[config.mk]
export PLATFORM = sky130hd
export DESIGN_NAME = upseq_top
export DESIGN_NICKNAME = d
export VERILOG_FILES = /design/src/rtl/upseq_pkg.sv /design/src/rtl/upseq_ctrl.sv /design/src/rtl/upseq_rdport.sv /design/src/rtl/upseq_outmux.sv /design/src/rtl/upseq_top.sv
export SDC_FILE = /design/constraint.sdc
export NUM_CORES = 1
export LEC_CHECK = 0
export ABC_CLOCK_PERIOD_IN_PS = 9250
export BUFFER_PORTS_ARGS = -buffer_cell sky130_fd_sc_hd__buf_4
export CAP_MARGIN = 30
export CORE_AREA = 4 4 64 125
export CTS_CLUSTER_SIZE = 30
export DETAILED_ROUTE_END_ITERATION = 8
export DIE_AREA = 0 0 68 129
export PLACE_DENSITY = 0.9
export SYNTH_ARGS = -nofsm -noshare
export SYNTH_HDL_FRONTEND = slang
export SYNTH_HIERARCHICAL = 1
export SYNTH_SLANG_ARGS = --single-unit
[constraint.sdc]
create_clock -name clk -period 9.25 [get_ports clk]
set_input_delay 0.4625 -clock clk [delete_from_list [all_inputs] [get_ports clk]]
set_output_delay 0.4625 -clock clk [all_outputs]
set_load 0.03 [all_outputs]
[src/rtl/upseq_pkg.sv]
package upseq_pkg;
    localparam int unsigned NQ   = 4;
    localparam int unsigned NENC = 3;
    localparam int unsigned AW   = 10;
    localparam int unsigned LW   = 8;
    localparam int unsigned PCW  = 5;
    localparam int unsigned BW   = 8;
    localparam int unsigned SRCW = $clog2(NQ + NENC);

    typedef logic [SRCW-1:0] src_t;

    typedef struct packed {
        src_t            src;
        logic            rep;
        logic            scr;
        logic [LW-1:0]   len;
        logic [AW-1:0]   addr;
    } ins_t;

    localparam int unsigned INSW = $bits(ins_t);

    typedef enum logic [0:0] {ST_IDLE, ST_RUN} st_t;

    typedef struct packed {
        logic vld;
        logic scr;
        src_t src;
    } side_t;

    function automatic logic src_is_queue(src_t s, int unsigned q);
        return int'(s) == int'(q);
    endfunction

    function automatic logic src_is_enc(src_t s, int unsigned e);
        return int'(s) == int'(NQ + e);
    endfunction
endpackage

[src/rtl/upseq_ctrl.sv]
module upseq_ctrl
    import upseq_pkg::*;
(
    input  logic            clk,
    input  logic            rst,
    input  logic            slot_start,
    output logic            imem_rd,
    output logic [PCW-1:0]  imem_addr,
    input  ins_t            imem_word,
    output logic            iss_vld,
    output logic [AW-1:0]   iss_addr,
    output src_t            iss_src,
    output logic            iss_scr,
    output logic            done
);
    st_t            st;
    logic [PCW-1:0] pc;
    ins_t           cur;
    logic [LW-1:0]  cnt;
    logic           pass;
    logic           fetched;

    ins_t           eff;
    logic [LW-1:0]  ecnt;
    logic           epass;
    logic           term;
    logic           seq_end;
    logic           last;

    // The freshly fetched word bypasses the register so its first beat issues at once.
    always_comb begin
        eff      = fetched ? imem_word : cur;
        ecnt     = fetched ? '0 : cnt;
        epass    = fetched ? 1'b0 : pass;
        term     = (st == ST_RUN) && fetched && (imem_word.len == '0);
        iss_vld  = (st == ST_RUN) && !term;
        iss_addr = eff.addr + AW'(ecnt);
        iss_src  = eff.src;
        iss_scr  = eff.scr;
        seq_end  = (ecnt == eff.len - LW'(1));
        last     = iss_vld && seq_end && (epass || !eff.rep);
        imem_rd  = ((st == ST_IDLE) && slot_start) || last;
        imem_addr = (st == ST_IDLE) ? '0 : pc;
    end

    always_ff @(posedge clk) begin
        if (rst) begin
            st      <= ST_IDLE;
            pc      <= '0;
            cur     <= '0;
            cnt     <= '0;
            pass    <= 1'b0;
            fetched <= 1'b0;
            done    <= 1'b0;
        end else begin
            done <= term;
            unique case (st)
                ST_IDLE: begin
                    if (slot_start) begin
                        st      <= ST_RUN;
                        pc      <= PCW'(1);
                        fetched <= 1'b1;
                    end
                end
                ST_RUN: begin
                    if (term) begin
                        st      <= ST_IDLE;
                        fetched <= 1'b0;
                    end else begin
                        cur <= eff;
                        if (last) begin
                            fetched <= 1'b1;
                            pc      <= pc + PCW'(1);
                        end else begin
                            fetched <= 1'b0;
                            if (seq_end) begin
                                cnt  <= '0;
                                pass <= 1'b1;
                            end else begin
                                cnt  <= ecnt + LW'(1);
                                pass <= epass;
                            end
                        end
                    end
                end
                default: st <= ST_IDLE;
            endcase
        end
    end

    assert_done_single_R9: assert property (@(posedge clk) disable iff (rst)
        done |=> !done);

    assert_start_issues_R2: assert property (@(posedge clk) disable iff (rst)
        (st == ST_IDLE && slot_start) |=> (iss_vld || term));

    assert_midrun_start_ignored_R10: assert property (@(posedge clk) disable iff (rst)
        (st == ST_RUN && slot_start && !last && !term) |=> !fetched);
endmodule

[src/rtl/upseq_rdport.sv]
module upseq_rdport
    import upseq_pkg::*;
(
    input  logic            iss_vld,
    input  logic [AW-1:0]   iss_addr,
    input  src_t            iss_src,
    output logic [NQ-1:0]   dmem_rd,
    output logic [AW-1:0]   dmem_addr,
    output logic [NENC-1:0] enc_rd
);
    assign dmem_addr = iss_addr;

    for (genvar q = 0; q < NQ; q++) begin : g_q
        assign dmem_rd[q] = iss_vld && src_is_queue(iss_src, q);
    end

    for (genvar e = 0; e < NENC; e++) begin : g_e
        assign enc_rd[e] = iss_vld && src_is_enc(iss_src, e);
    end
endmodule

[src/rtl/upseq_outmux.sv]
module upseq_outmux
    import upseq_pkg::*;
(
    input  logic               clk,
    input  logic               rst,
    input  logic               iss_vld,
    input  src_t               iss_src,
    input  logic               iss_scr,
    input  logic [NQ*BW-1:0]   dmem_rdata,
    input  logic [NENC*BW-1:0] enc_data,
    input  logic               done,
    output logic               out_valid,
    output logic [BW-1:0]      out_byte,
    output logic               out_scr,
    output src_t               out_src
);
    side_t sd;

    // Sideband follows the read by one cycle, matching the memory latency.
    always_ff @(posedge clk) begin
        if (rst) sd <= '0;
        else     sd <= '{vld: iss_vld, scr: iss_scr, src: iss_src};
    end

    always_comb begin
        out_byte = '0;
        for (int q = 0; q < int'(NQ); q++)
            if (sd.vld && src_is_queue(sd.src, q)) out_byte = dmem_rdata[q*BW +: BW];
        for (int e = 0; e < int'(NENC); e++)
            if (sd.vld && src_is_enc(sd.src, e)) out_byte = enc_data[e*BW +: BW];
    end

    assign out_valid = sd.vld;
    assign out_scr   = sd.vld && sd.scr;
    assign out_src   = sd.src;

    assert_stream_ends_with_done_R8: assert property (@(posedge clk) disable iff (rst)
        $fell(out_valid) |-> done);

    assert_done_not_with_byte_R9: assert property (@(posedge clk) disable iff (rst)
        done |-> !out_valid);
endmodule

[src/rtl/upseq_top.sv]
module upseq_top
    import upseq_pkg::*;
(
    input  logic               clk,
    input  logic               rst,
    input  logic               slot_start,
    output logic               imem_rd,
    output logic [PCW-1:0]     imem_addr,
    input  logic [INSW-1:0]    imem_rdata,
    output logic [NQ-1:0]      dmem_rd,
    output logic [AW-1:0]      dmem_addr,
    input  logic [NQ*BW-1:0]   dmem_rdata,
    output logic [NENC-1:0]    enc_rd,
    input  logic [NENC*BW-1:0] enc_data,
    output logic               out_valid,
    output logic [BW-1:0]      out_byte,
    output logic               out_scr,
    output logic [SRCW-1:0]    out_src,
    output logic               done
);
    ins_t          word;
    logic          iss_vld;
    logic [AW-1:0] iss_addr;
    src_t          iss_src;
    logic          iss_scr;

    assign word = ins_t'(imem_rdata);

    upseq_ctrl u_ctrl (
        .clk       (clk),
        .rst       (rst),
        .slot_start(slot_start),
        .imem_rd   (imem_rd),
        .imem_addr (imem_addr),
        .imem_word (word),
        .iss_vld   (iss_vld),
        .iss_addr  (iss_addr),
        .iss_src   (iss_src),
        .iss_scr   (iss_scr),
        .done      (done)
    );

    upseq_rdport u_rdport (
        .iss_vld  (iss_vld),
        .iss_addr (iss_addr),
        .iss_src  (iss_src),
        .dmem_rd  (dmem_rd),
        .dmem_addr(dmem_addr),
        .enc_rd   (enc_rd)
    );

    upseq_outmux u_outmux (
        .clk       (clk),
        .rst       (rst),
        .iss_vld   (iss_vld),
        .iss_src   (iss_src),
        .iss_scr   (iss_scr),
        .dmem_rdata(dmem_rdata),
        .enc_data  (enc_data),
        .done      (done),
        .out_valid (out_valid),
        .out_byte  (out_byte),
        .out_scr   (out_scr),
        .out_src   (out_src)
    );
endmodule

==> qor.yml, run 1 <==
status: "completed"
cap_violations: 0
clockRootBuffer: "clkbuf_16"
syn_to_final_growth_pct: 27.0
path_cells: "buf_12 > mux2i_1 > ha_1 > or3b_1 > nor4_1 > nor4_1 > nor4_4 > nand2_1 > nand2_1 > buf_4"
num_io_pins: 119
synth_top_area_share_pct: 25.5
timing.rr.end: "u_ctrl/cnt[4]$_SDFFE_PP0P_"
yosys.area.top_type: "dfxtp_1"
r2r_cells: 10
hold_violations: 0
core_area_um2: 6990
preCtsSetupSlack_ns: 5.28
path_clk_slew_ns: 0.07
ys_seq_area_share_pct: 25.5
hold_slack_ns: 0.456
r2r-start: "u_ctrl/fetched$_SDFFE_PP0P_"
grt_util_all_layers_pct: 23.6
leakage_nw: 1.93
via_per_inst: 5.86
grt_pass1_wl_um: 16000
drive_gt1_share_pct: 31.0
synth_cells: 441
slowest_stage: "nor4_4"
post_cts_buffers: 0
port_buffers: 118
fillers: 611
hold_start: "u_ctrl/cur[22]$_SDFFE_PP0P_"
synth-seq-cells: 45
drc_errors: 0
critPathLaunchType: "register"
crit_family: "simple AND/OR/NAND/NOR gates"
grt_pass1_vias: 3584
drv_slew: 0
layout_setup_ws_ns: 5.39
die_area_um2: 8770
tns_ns: 0
async_flop_share_pct: 0
r2r_slack_ns: 5.79
yosysUniqueCellTypes: 68
grt_start_max_net_pins: 59
synth_edf_count: 0
critPathRequiredTime_ns: 8.79
ys.flop_type: "dfxtp_1"
htreeDepth: 2
n_antenna_cell: 0
finalNonFillerCells: 623
tightest_slew_ns: 0.713
path_class: "register to primary output"
ant_nets: 0
initial_core_util_pct: 50.6
min_path_type: "register to register"
final_common_cell: "buf_4"
crit_buf_inv: 2
path_max_fanout: 56
clk_latency_ns: 0.29
cts_buffers: 5
crit_path_end_kind: "primary output"
layout_common_cells: "119 x buf_4, 61 x nand2_1, 44 x dfxtp_1"
vias: 3651
period_needed_ns: 3.86
fin_skew_ns: 0.00548
drtIter0Drc: 99
syn-num-nets: 535
rsz0062_at_grt: "false"
numPlacedInstances: 614
arrival_ns: 3.40
postCtsResizedCells: 0
hold_depth: 2
post_drt_wl_per_cell_um: 17.1
ctsHoldBuffers: 0
hold_end: "u_ctrl/cur[22]$_SDFFE_PP0P_"
max-vdd-ir-drop_mv: 0.110
die_x_um: 68
gp_congestion: 0.917
dr.pass1.iters: 5
cts_sinks: 45
antenna_found_initial: 0
cts_buffer_depth: 2
nets: 626
min_period_over_period_pct: 41.8
ys_top_cells_by_area: "dfxtp_1 25%, nand2_1 6.5%, a21oi_1 4.8%, mux2_2 4.8%, ha_1 3.9%"
syn_avg_cell_area_um2: 8.02
max_freq_mhz: 259
synth_area_um2: 3540
overflow: 0
slew_headroom_pct: 51.2
cellPowerDensity_nw_per_um2: 122
drt_wl_total_um: 10700
num_rows: 43
max_stage_delay_ns: 0.48
yosysWarningCount: 6
dp_hpwl_um: 8270
cts_tree: "built"
setup_viol: 0
fp.dieH_um: 129
state kept, by name (all words and copies together), names as in the netlist:
name and count:
u_ctrl/cur 23, u_ctrl/cnt 8, u_ctrl/pc 5, u_outmux/out_src 3, u_ctrl/done 1, u_ctrl/fetched 1, u_ctrl/pass 1, u_ctrl/st 1
u_outmux/out_valid 1, u_outmux/sd 1
synth_stat cells (all sizes together), types with 9 or more instances:
cell type / instances
nand2b: 10
mux2i: 11
a21oi: 35
buf: 24
or3: 9
inv: 13
xnor2: 14
dfxtp: 45
nand3: 16
ha: 11
nand2: 61
xor2: 10
clkbuf: 12
mux2: 15
nor2b: 15
and2: 9
o21ai: 21
nor2: 23
worst min-delay path, stage by stage (launching register included):
cell     delay, ns
dfxtp_1       0.31
nand2_1       0.05
a21oi_1       0.05
cells by family after synthesis:
| kind of cell | share of synthesized area, % |
|---|---|
| DFF | 25.5 |
| adders and majority gates | 4.46 |
| muxes | 8.53 |
| buffers and inverters | 7.71 |
| and+or+nand+nor | 27.7 |
| xor gates and xnor gates | 5.94 |
| AOI/OAI and AO/OA | 20.1 |
per-layer routing:
metal | global-route usage (%) | up-vias | routed length (µm)
met4 | 17.7 | 0 | 676
li1 | - | 1750 | -
met1 | 20.4 | 1678 | 3370
met5 | 0 | - | 0
met2 | 44.8 | 175 | 5760
met3 | 3.93 | 48 | 879
how the worst max path moves through the flow:
stage / from / end / cells after the start
floorplan: u_ctrl/fetched$_SDFFE_PP0P_ / imem_rd / 13
global placement: u_ctrl/fetched$_SDFFE_PP0P_ / imem_rd / 9
detailed placement: u_ctrl/fetched$_SDFFE_PP0P_ / imem_rd / 9
CTS: u_ctrl/fetched$_SDFFE_PP0P_ / imem_rd / 9
global route: u_ctrl/fetched$_SDFFE_PP0P_ / imem_rd / 8
finish: u_ctrl/fetched$_SDFFE_PP0P_ / imem_rd / 10
layout make-up:
type	count	area [µm²]	area share (%)
clock buffers	5	125	2.79
clock inverters	3	25.0	0.557
inverters	13	48.8	1.09
multi-input cells	347	2360	52.6
flip-flops and latches	45	902	20.1
well taps	90	113	2.51
repair buffers	120	913	20.3
stage by stage:
step	power (mW)	util (%)	area, µm²
6_report	0.546	64.2	4490
3_3_place_gp	0.361	61.8	4320
3_5_place_dp	0.367	61.8	4320
4_1_cts	0.546	63.9	4470
2_1_floorplan	0.317	-	3540
5_1_grt	0.568	64.2	4490
power by group:
group | internal [mW] | total, mW | switching, mW
clock | 0.101 | 0.180 | 0.0786
sequential | 0.201 | 0.210 | 0.00911
combinational | 0.0715 | 0.157 | 0.0852
total | 0.374 | 0.546 | 0.173
Power figures use the tool's default switching activity.
==> run 2, diff against run 1 <==
--- a/config.mk
+++ b/config.mk
@@ -5,7 +5,7 @@
 export SDC_FILE = /design/constraint.sdc
 export NUM_CORES = 1
 export LEC_CHECK = 0
-export ABC_CLOCK_PERIOD_IN_PS = 9250
+export ABC_CLOCK_PERIOD_IN_PS = 3800
 export BUFFER_PORTS_ARGS = -buffer_cell sky130_fd_sc_hd__buf_4
 export CAP_MARGIN = 30
 export CORE_AREA = 4 4 64 125
==> constraint.sdc (replaced) <==
create_clock -name clk -period 3.8 [get_ports clk]
set_input_delay 0.19 -clock clk [delete_from_list [all_inputs] [get_ports clk]]
set_output_delay 0.19 -clock clk [all_outputs]
set_load 0.03 [all_outputs]
==> run 2 against run 1 <==
Net effect:
- clock skew is 0.0036 ns lower
- power is 150% higher
- via count is 0.44% higher
- critical endpoint unchanged
==> qor.yml, run 2 (synthesis gave the netlist of run 1 again) <==
n_antenna_cell: 0
r2r-start: "u_ctrl/fetched$_SDFFE_PP0P_"
initial_core_util_pct: 50.6
cts_buffer_depth: 2
crit_path_end_kind: "primary output"
hold_start: "imem_rdata[9]"
max_stage_delay_ns: 0.57
post_drt_wl_per_cell_um: 17.3
drtIter0Drc: 96
timing.rr.end: "u_ctrl/cnt[2]$_SDFFE_PP0P_"
htreeDepth: 2
hold_violations: 0
crit_family: "simple AND/OR/NAND/NOR gates"
core_area_um2: 6990
drive_gt1_share_pct: 31.3
hold_end: "u_ctrl/cur[9]$_SDFFE_PP0P_"
setup_viol: 0
max-vdd-ir-drop_mv: 0.306
max_freq_mhz: 284
fp.dieH_um: 129
grt_start_max_net_pins: 40
place_area_um2: 4350
die_area_um2: 8770
preCtsSetupSlack_ns: 0.374
num_rows: 43
cts_buffers: 5
layout_common_cells: "122 x buf_4, 61 x nand2_1, 44 x dfxtp_1"
path_clk_slew_ns: 0.06
r2r_slack_ns: 0.35
num_io_pins: 119
finalNonFillerCells: 626
vias: 3667
overflow: 0
slew_headroom_pct: 46.2
grt_util_all_layers_pct: 24.8
period_needed_ns: 3.52
path_class: "register to primary output"
drt_wl_total_um: 10800
reg_top3: "u_ctrl/cur x23, u_ctrl/cnt x8, u_ctrl/pc x5"
die_x_um: 68
critPathLaunchType: "register"
tightest_slew_ns: 0.806
drv_slew: 0
rsz0062_at_grt: "false"
path_cells: "mux2i_1 > ha_1 > or3b_1 > o211a_1 > nor4_1 > nor4_4 > nand2_1 > nand2_1 > buf_4"
gp_congestion: 0.921
min_path_type: "input pin to register"
dr.pass1.iters: 5
port_buffers: 118
syn_to_final_growth_pct: 27.7
path_max_fanout: 23
dp_hpwl_um: 8350
status: "completed"
layout_setup_ws_ns: 0.276
largest_register: "u_ctrl/cur"
cellPowerDensity_nw_per_um2: 297
antenna_found_initial: 0
clockRootBuffer: "clkbuf_16"
cts_tree: "built"
cap_violations: 0
slowest_stage: "dfxtp_2"
grt_pass1_vias: 3616
ctsHoldBuffers: 0
numPlacedInstances: 617
drc_errors: 0
fin_area_um2: 4520
grt_pass1_wl_um: 16600
fin_skew_ns: 0.00185
leakage_nw: 1.95
crit_top_cell: "nand2_1"
final_common_cell: "buf_4"
critPathRequiredTime_ns: 3.61
tns_ns: 0
via_per_inst: 5.86
r2r_cells: 10
min_period_over_period_pct: 92.7
arrival_ns: 3.33
hold_slack_ns: 0.185
nets: 629
clk_latency_ns: 0.29
largest_reg_flops: 23
ant_nets: 0
crit_buf_inv: 1
cts_sinks: 45
hold_depth: 3
-- run 2: cell types whose count changed in the layout (fill, tap and decap cells not counted), sizes merged --
cell	change
clkbuf	+1
clkinvlp	-1
inv	-1
clkinv	+1
buf	+3
-- run 2: worst min-delay path, stage by stage --
cell and delay [ns]:
buf_4 0.11, nand3_1 0.07, a21oi_1 0.06
-- run 2: where the power goes --
group | switching, mW | total [mW] | leakage (nW) | internal, mW
logic | 0.202 | 0.379 | 1.51 | 0.177
registers | 0.0278 | 0.516 | 0.366 | 0.489
clock network | 0.185 | 0.446 | 0.0768 | 0.261
-- run 2: metal layers --
layer,vias up,wire (µm),track usage (%)
met5,-,0,0
met4,0,550,15.8
met3,36,950,4.80
met2,151,5940,47.3
met1,1723,3390,22.0
li1,1757,-,-
-- run 2: repair_timing --
item | CTS | global route
resized for setup | 0 | 1
hold endpoints to repair | 0 | 0
buffers inserted | 0 | 1
endpoints found under the setup margin | 0 | 2
-- run 2: per-stage QoR --
| stage | util [%] | power (mW) |
|---|---|---|
| detailed placement | 62.3 | 0.898 |
| global placement | 62.3 | 0.888 |
| CTS | 64.4 | 1.34 |
| finish | 64.6 | 1.34 |
| floorplan | - | 0.771 |
| global route | 64.6 | 1.40 |
-- run 2: layout make-up --
class / count / area (µm²)
tap: 90 / 113
clock buffer: 6 / 139
fill: 623 / 2480
multi-input combinational: 347 / 2360
timing repair buffer: 123 / 936
sequential: 45 / 902
clock inverter: 2 / 13.8
inverter: 13 / 48.8
-- run 2: how the worst max path moves through the flow --
stage | from | end | slack [ns] | cells after the start
floorplan | u_ctrl/fetched$_SDFFE_PP0P_ | u_ctrl/cnt[4]$_SDFFE_PP0P_ | 0.17 | 14
global placement | u_ctrl/fetched$_SDFFE_PP0P_ | u_ctrl/pc[3]$_SDFFE_PP0P_ | 0.59 | 9
detailed placement | u_ctrl/fetched$_SDFFE_PP0P_ | u_ctrl/pc[3]$_SDFFE_PP0P_ | 0.37 | 9
CTS | u_ctrl/fetched$_SDFFE_PP0P_ | imem_rd | 0.18 | 9
global route | u_ctrl/fetched$_SDFFE_PP0P_ | dmem_addr[7] | 0.01 | 12
finish | u_ctrl/fetched$_SDFFE_PP0P_ | imem_rd | 0.28 | 9
